--- src/rtl/fill_pkg.sv ---
package fill_pkg;
  typedef enum logic [1:0] {
    PH_SETUP = 2'd0,
    PH_WALK  = 2'd1,
    PH_WRAP  = 2'd2,
    PH_IDLE  = 2'd3
  } fill_phase_e;
endpackage

--- src/rtl/fill_sequencer.sv ---
module fill_sequencer
  import fill_pkg::*;
(
  input  logic        clk,
  input  logic        rst_n,
  input  logic        start_i,
  input  logic        last_i,
  output fill_phase_e phase_o
);
  fill_phase_e phase_q, phase_d;

  // next-state
  always_comb begin
    phase_d = phase_q;
    unique case (phase_q)
      PH_IDLE:  if (start_i) phase_d = PH_SETUP;
      PH_SETUP: phase_d = PH_WALK;
      PH_WALK:  if (last_i) phase_d = PH_WRAP;
      PH_WRAP:  phase_d = PH_IDLE;
      default:  phase_d = PH_IDLE;
    endcase
  end

  // state register
  always_ff @(posedge clk or negedge rst_n) begin
    if (!rst_n) phase_q <= PH_IDLE;
    else        phase_q <= phase_d;
  end

  assign phase_o = phase_q;
endmodule

--- src/rtl/fill_index.sv ---
module fill_index
  import fill_pkg::*;
#(
  parameter int unsigned ROWS      = 4,
  parameter int unsigned COLS      = 5,
  parameter int unsigned I_W       = 2,
  parameter int unsigned J_W       = 3,
  parameter int unsigned ADDR_W    = 8,
  parameter int unsigned BASE_ADDR = 32
) (
  input  logic              clk,
  input  logic              rst_n,
  input  fill_phase_e       phase_i,
  output logic [I_W-1:0]    row_o,
  output logic [J_W-1:0]    col_o,
  output logic [ADDR_W-1:0] addr_o,
  output logic              last_o
);
  localparam logic [I_W-1:0]    ROW_LAST = I_W'(ROWS - 1);
  localparam logic [J_W-1:0]    COL_LAST = J_W'(COLS - 1);
  localparam logic [ADDR_W-1:0] ADDR_INIT = ADDR_W'(BASE_ADDR);

  logic [I_W-1:0]    row_q, row_d;
  logic [J_W-1:0]    col_q, col_d;
  logic [ADDR_W-1:0] addr_q, addr_d;
  logic              load_en, step_en, upd_en;

  assign load_en = (phase_i == PH_SETUP);
  assign step_en = (phase_i == PH_WALK);
  assign upd_en  = load_en | step_en;

  // next-state for the index pair and address
  always_comb begin
    row_d  = row_q;
    col_d  = col_q;
    addr_d = addr_q;
    if (load_en) begin
      row_d  = '0;
      col_d  = '0;
      addr_d = ADDR_INIT;
    end else if (step_en) begin
      addr_d = addr_q + ADDR_W'(1);
      if (col_q != COL_LAST) begin
        col_d = col_q + J_W'(1);
      end else begin
        col_d = '0;
        if (row_q != ROW_LAST) row_d = row_q + I_W'(1);
      end
    end
  end

  // registers with explicit clock enable
  always_ff @(posedge clk or negedge rst_n) begin
    if (!rst_n) begin
      row_q  <= '0;
      col_q  <= '0;
      addr_q <= '0;
    end else if (upd_en) begin
      row_q  <= row_d;
      col_q  <= col_d;
      addr_q <= addr_d;
    end
  end

  assign row_o  = row_q;
  assign col_o  = col_q;
  assign addr_o = addr_q;
  assign last_o = (row_q == ROW_LAST) && (col_q == COL_LAST);
endmodule

--- src/rtl/fill_pattern.sv ---
module fill_pattern #(
  parameter int unsigned I_W     = 2,
  parameter int unsigned J_W     = 3,
  parameter int unsigned DATA_W  = 16,
  parameter int unsigned COLS    = 5,
  parameter int unsigned PATTERN = 0
) (
  input  logic [I_W-1:0]    row_i,
  input  logic [J_W-1:0]    col_i,
  output logic [DATA_W-1:0] data_o
);
  logic [DATA_W-1:0] row_w, col_w;
  assign row_w = DATA_W'(row_i);
  assign col_w = DATA_W'(col_i);

  generate
    if (PATTERN == 0) begin : g_shift_xor
      assign data_o = (row_w << 8) ^ col_w;
    end else begin : g_linear
      assign data_o = row_w * DATA_W'(COLS) + col_w;
    end
  endgenerate
endmodule

--- src/rtl/pattern_fill.sv ---
module pattern_fill
  import fill_pkg::*;
#(
  parameter int unsigned ROWS      = 4,
  parameter int unsigned COLS      = 5,
  parameter int unsigned ADDR_W    = 8,
  parameter int unsigned DATA_W    = 16,
  parameter int unsigned BASE_ADDR = 32,
  parameter int unsigned PATTERN   = 0
) (
  input  logic              clk,
  input  logic              rst_n,
  input  logic              start_i,
  output logic              done_o,
  output logic              wr_en_o,
  output logic [ADDR_W-1:0] wr_addr_o,
  output logic [DATA_W-1:0] wr_data_o
);
  localparam int unsigned I_W = (ROWS > 1) ? $clog2(ROWS) : 1;
  localparam int unsigned J_W = (COLS > 1) ? $clog2(COLS) : 1;

  fill_phase_e       phase;
  logic              last;
  logic [I_W-1:0]    row;
  logic [J_W-1:0]    col;

  fill_sequencer u_seq (
    .clk     (clk),
    .rst_n   (rst_n),
    .start_i (start_i),
    .last_i  (last),
    .phase_o (phase)
  );

  fill_index #(
    .ROWS(ROWS), .COLS(COLS), .I_W(I_W), .J_W(J_W),
    .ADDR_W(ADDR_W), .BASE_ADDR(BASE_ADDR)
  ) u_idx (
    .clk     (clk),
    .rst_n   (rst_n),
    .phase_i (phase),
    .row_o   (row),
    .col_o   (col),
    .addr_o  (wr_addr_o),
    .last_o  (last)
  );

  fill_pattern #(
    .I_W(I_W), .J_W(J_W), .DATA_W(DATA_W), .COLS(COLS), .PATTERN(PATTERN)
  ) u_pat (
    .row_i  (row),
    .col_i  (col),
    .data_o (wr_data_o)
  );

  assign done_o  = (phase == PH_IDLE);
  assign wr_en_o = (phase == PH_WALK);
endmodule

--- config.mk ---
export PLATFORM = sky130hd
export DESIGN_NAME = pattern_fill
export DESIGN_NICKNAME = d
export VERILOG_FILES = /design/src/rtl/fill_pkg.sv /design/src/rtl/fill_sequencer.sv /design/src/rtl/fill_index.sv /design/src/rtl/fill_pattern.sv /design/src/rtl/pattern_fill.sv
export SDC_FILE = /design/constraint.sdc
export NUM_CORES = 1
export LEC_CHECK = 0
export BUFFER_PORTS_ARGS = -buffer_cell sky130_fd_sc_hd__buf_2
export CORE_MARGIN = 8
export CORE_UTILIZATION = 47
export DETAILED_ROUTE_END_ITERATION = 10
export GPL_TIMING_DRIVEN = 0
export MAX_ROUTING_LAYER = met4
export PLACE_DENSITY = 0.73
export SYNTH_ARGS = -nofsm -noshare
export SYNTH_HDL_FRONTEND = slang
export SYNTH_SLANG_ARGS = --single-unit
--- constraint.sdc ---
create_clock -name clk -period 1.85 [get_ports clk]
set_input_delay 0.185 -clock clk [delete_from_list [all_inputs] [get_ports clk]]
set_output_delay 0.185 -clock clk [all_outputs]
set_load 0.05 [all_outputs]
# Word level (Yosys, flattened, before mapping)
# Index checks and enable logic that the tools add are counted.
[classes]
reduce_logical = 7
order_cmp = 0
mul = 0
div_mod_pow = 0
n_mux = 12
n_eq_ne = 10
bitwise_logic = 2
add_sub_neg = 3
n_shift = 0
[ops]
columns = ["operator", "n"]
rows = [
  ["$mux W8", 2],
  ["$mux W2", 6],
  ["$xor A10 B3 Y10", 1],
  ["$mux W3", 3],
  ["$add A8 B1 Y8 const B", 1],
  ["$pmux W2 S4", 1],
  ["$eq A2 B2 Y1 const B", 3],
  ["$ne A2 B2 Y1 const B", 3],
  ["$reduce_and A2 Y1", 2],
  ["$reduce_and A4 Y1", 1],
  ["$reduce_bool A2 Y1", 2],
  ["$add A3 B1 Y3 const B", 1],
  ["$eq A3 B3 Y1 const B", 1],
  ["$ne A3 B3 Y1 const B", 1],
  ["$add A2 B1 Y2 const B", 1],
  ["$eq A2 B1 Y1 const B", 1],
  ["$logic_not A2 Y1", 1],
  ["$ne A2 B1 Y1 const B", 1],
  ["$logic_and A1 B1 Y1", 1],
  ["$or A1 B1 Y1", 1],
]
[totals]
output_inout_bits = 26
mem_count = 0
regBits = 15
ram_bits = 0
wordCells = 38
latchBits = 0
mem_bits_ro = 0
inputBits = 3

# Logic depth before layout (Yosys ltp)
[logic_depth]
depth_word = 5
mapped_depth = 6
ltp_nobuf = 5

# By module
# A second synthesis with hierarchy kept.
[hier_totals]
cells_unflattened = 111
area_unflattened_um2 = 1042.2
[by_module_without_submodules]
columns = ["mod", "seq_area_each_um2", "area_each_um2", "instances", "cells_each"]
rows = [
  ["fill_index", 325.3, 747.0, 1, 78],
  ["fill_sequencer", 52.6, 155.1, 1, 14],
  ["fill_pattern", 0.0, 123.9, 1, 17],
  ["pattern_fill", 0.0, 16.3, 1, 2],
]

# Worst setup path after synthesis
# No wires, ideal clock.
[synth_timing]
path_kind = "reg-to-reg"
startpoint = "reg u_seq.phase_q[0], in the netlist u_seq.phase_o[0]"
endpoint = "reg u_idx.addr_q[5], in the netlist u_idx.addr_o[5]"
stages_incl_launch_ff = 5
t_required_ns = 1.718
setup_ns = 0.132
n_path_buf = 0
arrival_ns = 1.780
slack_ns = -0.062
synth_period_minus_slack_ns = 1.912
path_cell_list = "dfstp_2 -> ha_1 -> o2111ai_2 -> o21ai_1 -> or3b_1"
[synth_via]
elab_chain_cells = 3
word_cells_on_any_way = 6
cone_classes = "eq/ne: 1; mux: 1; bitwise: 1; reduce/logical: 3"
[synth_rtl]
columns = ["item", "line_no", "rtl"]
rows = [
  ["start: declaration", "fill_sequencer.sv:10", "fill_phase_e phase_q, phase_d;"],
  ["start signal: assignment", "fill_sequencer.sv:27", "else phase_q <= phase_d;"],
  ["$eq A2 B1 Y1 *", "-", ""],
  ["net wr_en_o", "pattern_fill.sv:15", "output logic wr_en_o,"],
  ["$reduce_bool A2 Y1 (no source line) / $or A1 B1 Y1 (equally long branches)", "-", ""],
  ["$reduce_and A2 Y1 (no source line) *", "-", ""],
  ["end signal: assignment", "fill_index.sv:61", "addr_q <= addr_d;"],
  ["end: declaration", "fill_index.sv:25", "logic [ADDR_W-1:0] addr_q, addr_d;"],
]
# Mark *: on every way through the listed nets, which the timed path passes. The rest lies on a longest branch.
# A chain may end at the register's enable or synchronous reset.

# Worst setup path in the final report
[layout_timing]
startpoint = "reg u_seq.phase_q[0], in the netlist u_seq.phase_o[0]"
endpoint = "reg u_idx.addr_q[5], in the netlist u_idx.addr_o[5]"
[layout_via]
elab_chain_cells = 3
word_cells_on_any_way = 6
cone_classes = "eq/ne: 1; mux: 1; bitwise: 1; reduce/logical: 3"
[layout_rtl]
columns = ["item", "line_no"]
rows = [
  ["$eq A2 B1 Y1 / $logic_not A2 Y1 (equally long branches)", "fill_index.sv:29, fill_index.sv:28"],
  ["$reduce_bool A2 Y1 (no source line) / $or A1 B1 Y1 (equally long branches)", "-"],
  ["$reduce_and A2 Y1 (no source line)", "-"],
]
# Parallel ways exist; a longest one is shown, timed or not.

==> run_results.csv <==
group,metric,value,unit
run_status,outcome,"finished clean",
cells_and_area,syn2layout_area_growth,23.1,%
placed_design,dp_hpwl,1410,um
route,drc,0,
route,vias_per_cell,4.69,
power_and_ir_drop,ir_drop,1020,uV
placed_design,pre_cts_ws,0.0779,ns
sta,tns,0,ns
floorplan,core,1750,um^2
route,drt.antenna.violating_nets,0,
floorplan,die_height,59.3,um
hold_path,hold_path.class,"input port to async pin",
cts,cts_buffers,3,
worst_setup_path,critPathKind,"flop to flop",
logic_synthesis,synth_top_area_share,36.9,%
logic_synthesis,syn_inst,89,
flow_run,cap_violations,0,
logic_synthesis,netlist-cell-type-count,27,
worst_setup_path,cp.required,2.02,ns
power_and_ir_drop,p_leak,0.568,nW
placed_design,detailed_place.area,1040,um^2
grt,grtUsageTotal,11.2,%
cts,cts_setup_buffers,0,
floorplan,initial_core_util,50.5,%
sta,setup_violations,0,
grt,grt_max_degree,16,
logic_synthesis,synth.area.top_cells,"dfrtp_1, ha_1, buf_4",
logic_synthesis,seq_area_frac_synth,42.8,%
cells_and_area,final_area,1090,um^2
logic_synthesis,synth_top_area_cell,"dfrtp_1",
logic_synthesis,avgSynthCellArea,9.91,um^2
cts,h-tree-depth,1,
cts,clk_latency,0.28,ns
cts,cts_sinks,15,
worst_setup_path,crit_fanout,6,
sta,fin_crit,1.73,ns
cts,root_buffer,"clkbuf_4",
route,routed_wl,1750,um
logic_synthesis,syn_area,882,um^2
grt,grt_overflow,0,
cts,clk_path_buf_depth,2,
cells_and_area,final_util,62.2,%
worst_setup_path,r2r_setup_slack,0.12,ns
sta,fin_crit_sh,93.3,%
sta,hold_viol,0,
power_and_ir_drop,p_per_area,1380,nW/um^2
cells_and_area,antenna_cells,0,
route,vias,685,
sta,setup_ws,0.124,ns
logic_synthesis,synth_flop_cell,"dfrtp_1",
sta,slew_violations,0,
worst_setup_path,cp-start-kind,"flop",
route,drtIter0Drc,9,
cells_and_area,drive_above_1_share,29.8,%
placed_design,globalplace.congestion,0.730,
grt,grt_pass1_vias,713,
logic_synthesis,synth_edf_count,0,
worst_setup_path,cp_data_arrival_time,1.89,ns
sta,fin_worst_skew,0.000405,ns
grt,grt_first_pass_wirelength,2980,um
logic_synthesis,ys_async_sr_fraction,100,%
floorplan,ioPinCount,29,
cells_and_area,final_common_cell,"buf_2",
floorplan,die_area,3520,um^2
cells_and_area,layout_common_cells,"buf_2, dfrtp_1, buf_4, conb_1, nor2_1",
worst_setup_path,end_kind,"flop",
floorplan,die_w,59.3,um
logic_synthesis,yosysWarningCount,0,
placed_design,port_buffers,17,
sta,rsz0062_at_grt,"no",
sta,fmax,579,MHz
route,drtPass1Iterations,3,
logic_synthesis,ys_ff_latch,15,
cells_and_area,nets,133,
cts,clk_pin_slew_worst_paths,0.08,ns
route,drt-wirelength-per-cell,12.0,um
grt,antenna_found_initial,0,
floorplan,row_count,15,
cts,cts_tree,"built",
==> where the power goes <==
part	switching (W)	total, W	internal (W)
combinational	0.000576	0.000811	0.000234
clock	0.000101	0.000185	0.0000837
sequential	0.0000810	0.000499	0.000418
total	0.000759	0.00149	0.000736
==> state kept, by name (all words and copies together) (netlist names) <==
register       count
u_idx.addr_o       8
u_seq.phase_o      2
u_idx.row_o        2
u_idx.col_o        3
==> through the flow <==
stage / std cells / hold slack, ns / power, W
after floorplan: 99 / -0.111 / 0.00114
after global placement: 141 / 0.110 / 0.00128
after detailed placement: 141 / 0.108 / 0.00131
after CTS: 146 / 0.314 / 0.00150
after global routing: 146 / 0.334 / 0.00161
final: 146 / 0.327 / 0.00149
==> repair_timing <==
| item | CTS | global route |
|---|---|---|
| hold endpoints to repair | 13 | 0 |
| hold buffers | 1 | 0 |
| gates resized for setup | 0 | 1 |
| setup endpoints to repair | 0 | 1 |
==> synth_stat cells (all sizes together) (2+ instances only) <==
master / count
dfrtp: 13
buf: 12
ha: 8
nor2: 8
a21oi: 6
nand3: 5
inv: 4
nand2: 4
o21ai: 4
xor2: 4
mux2i: 3
dfstp: 2
nand2b: 2
nand4: 2
or3: 2
==> critical path, cell delays in order, from the launching register on <==
cell and delay [ns]:
dfstp_2 0.55, inv_1 0.07, ha_1 0.29, o2111ai_4 0.28
nor3_1 0.08, or3b_1 0.34
==> logic make-up (layout without fill, tap and decap cells) <==
kind of cell | after synthesis | count (layout) | synth area share [%]
xor+xnor | 5 | 5 | 4.96
compound gates | 11 | 11 | 7.37
mux | 4 | 4 | 4.68
other cells | 1 | 11 | 0.425
flops | 15 | 15 | 42.8
buf+inv | 17 | 39 | 12.1
fa+ha+maj | 8 | 8 | 11.3
simple gates | 28 | 28 | 16.3
==> per-layer routing <==
| metal | vias to the layer above | track usage [%] | routed length [um] |
|---|---|---|---|
| li1 | 345 | - | - |
| met1 | 318 | 11.3 | 678 |
| met2 | 17 | 18.8 | 899 |
| met3 | 5 | 3.25 | 128 |
| met4 | 0 | 6.83 | 40 |
| met5 | - | - | 0 |
==> worst paths after layout <==
path,startpoint,to,cells past startpoint
worst max-delay path,u_seq.phase_o[0]$_DFFE_PN1P_,u_idx.addr_o[5]$_DFFE_PN0P_,5
worst min-delay path,rst_n,u_idx.row_o[1]$_DFFE_PN0P_,2
worst max register to register,u_seq.phase_o[0]$_DFFE_PN1P_,u_idx.addr_o[5]$_DFFE_PN0P_,5
worst min register to register,u_seq.phase_o[0]$_DFFE_PN1P_,u_seq.phase_o[0]$_DFFE_PN1P_,2
max in group asynchronous,rst_n,u_seq.phase_o[1]$_DFFE_PN1P_,2
min in group clk,start_i,u_seq.phase_o[0]$_DFFE_PN1P_,4
==> final cells by class <==
type / count / area, um^2
Buffer: 13 / 91.3
Clock buffer: 4 / 26.3
Fill cell: 159 / 659
Inverter: 4 / 15.0
Multi-Input combinational cell: 67 / 449
Sequential cell: 15 / 378
Tap cell: 25 / 31.3
Timing Repair Buffer: 18 / 95.1
(Power assumes the default switching activity.)
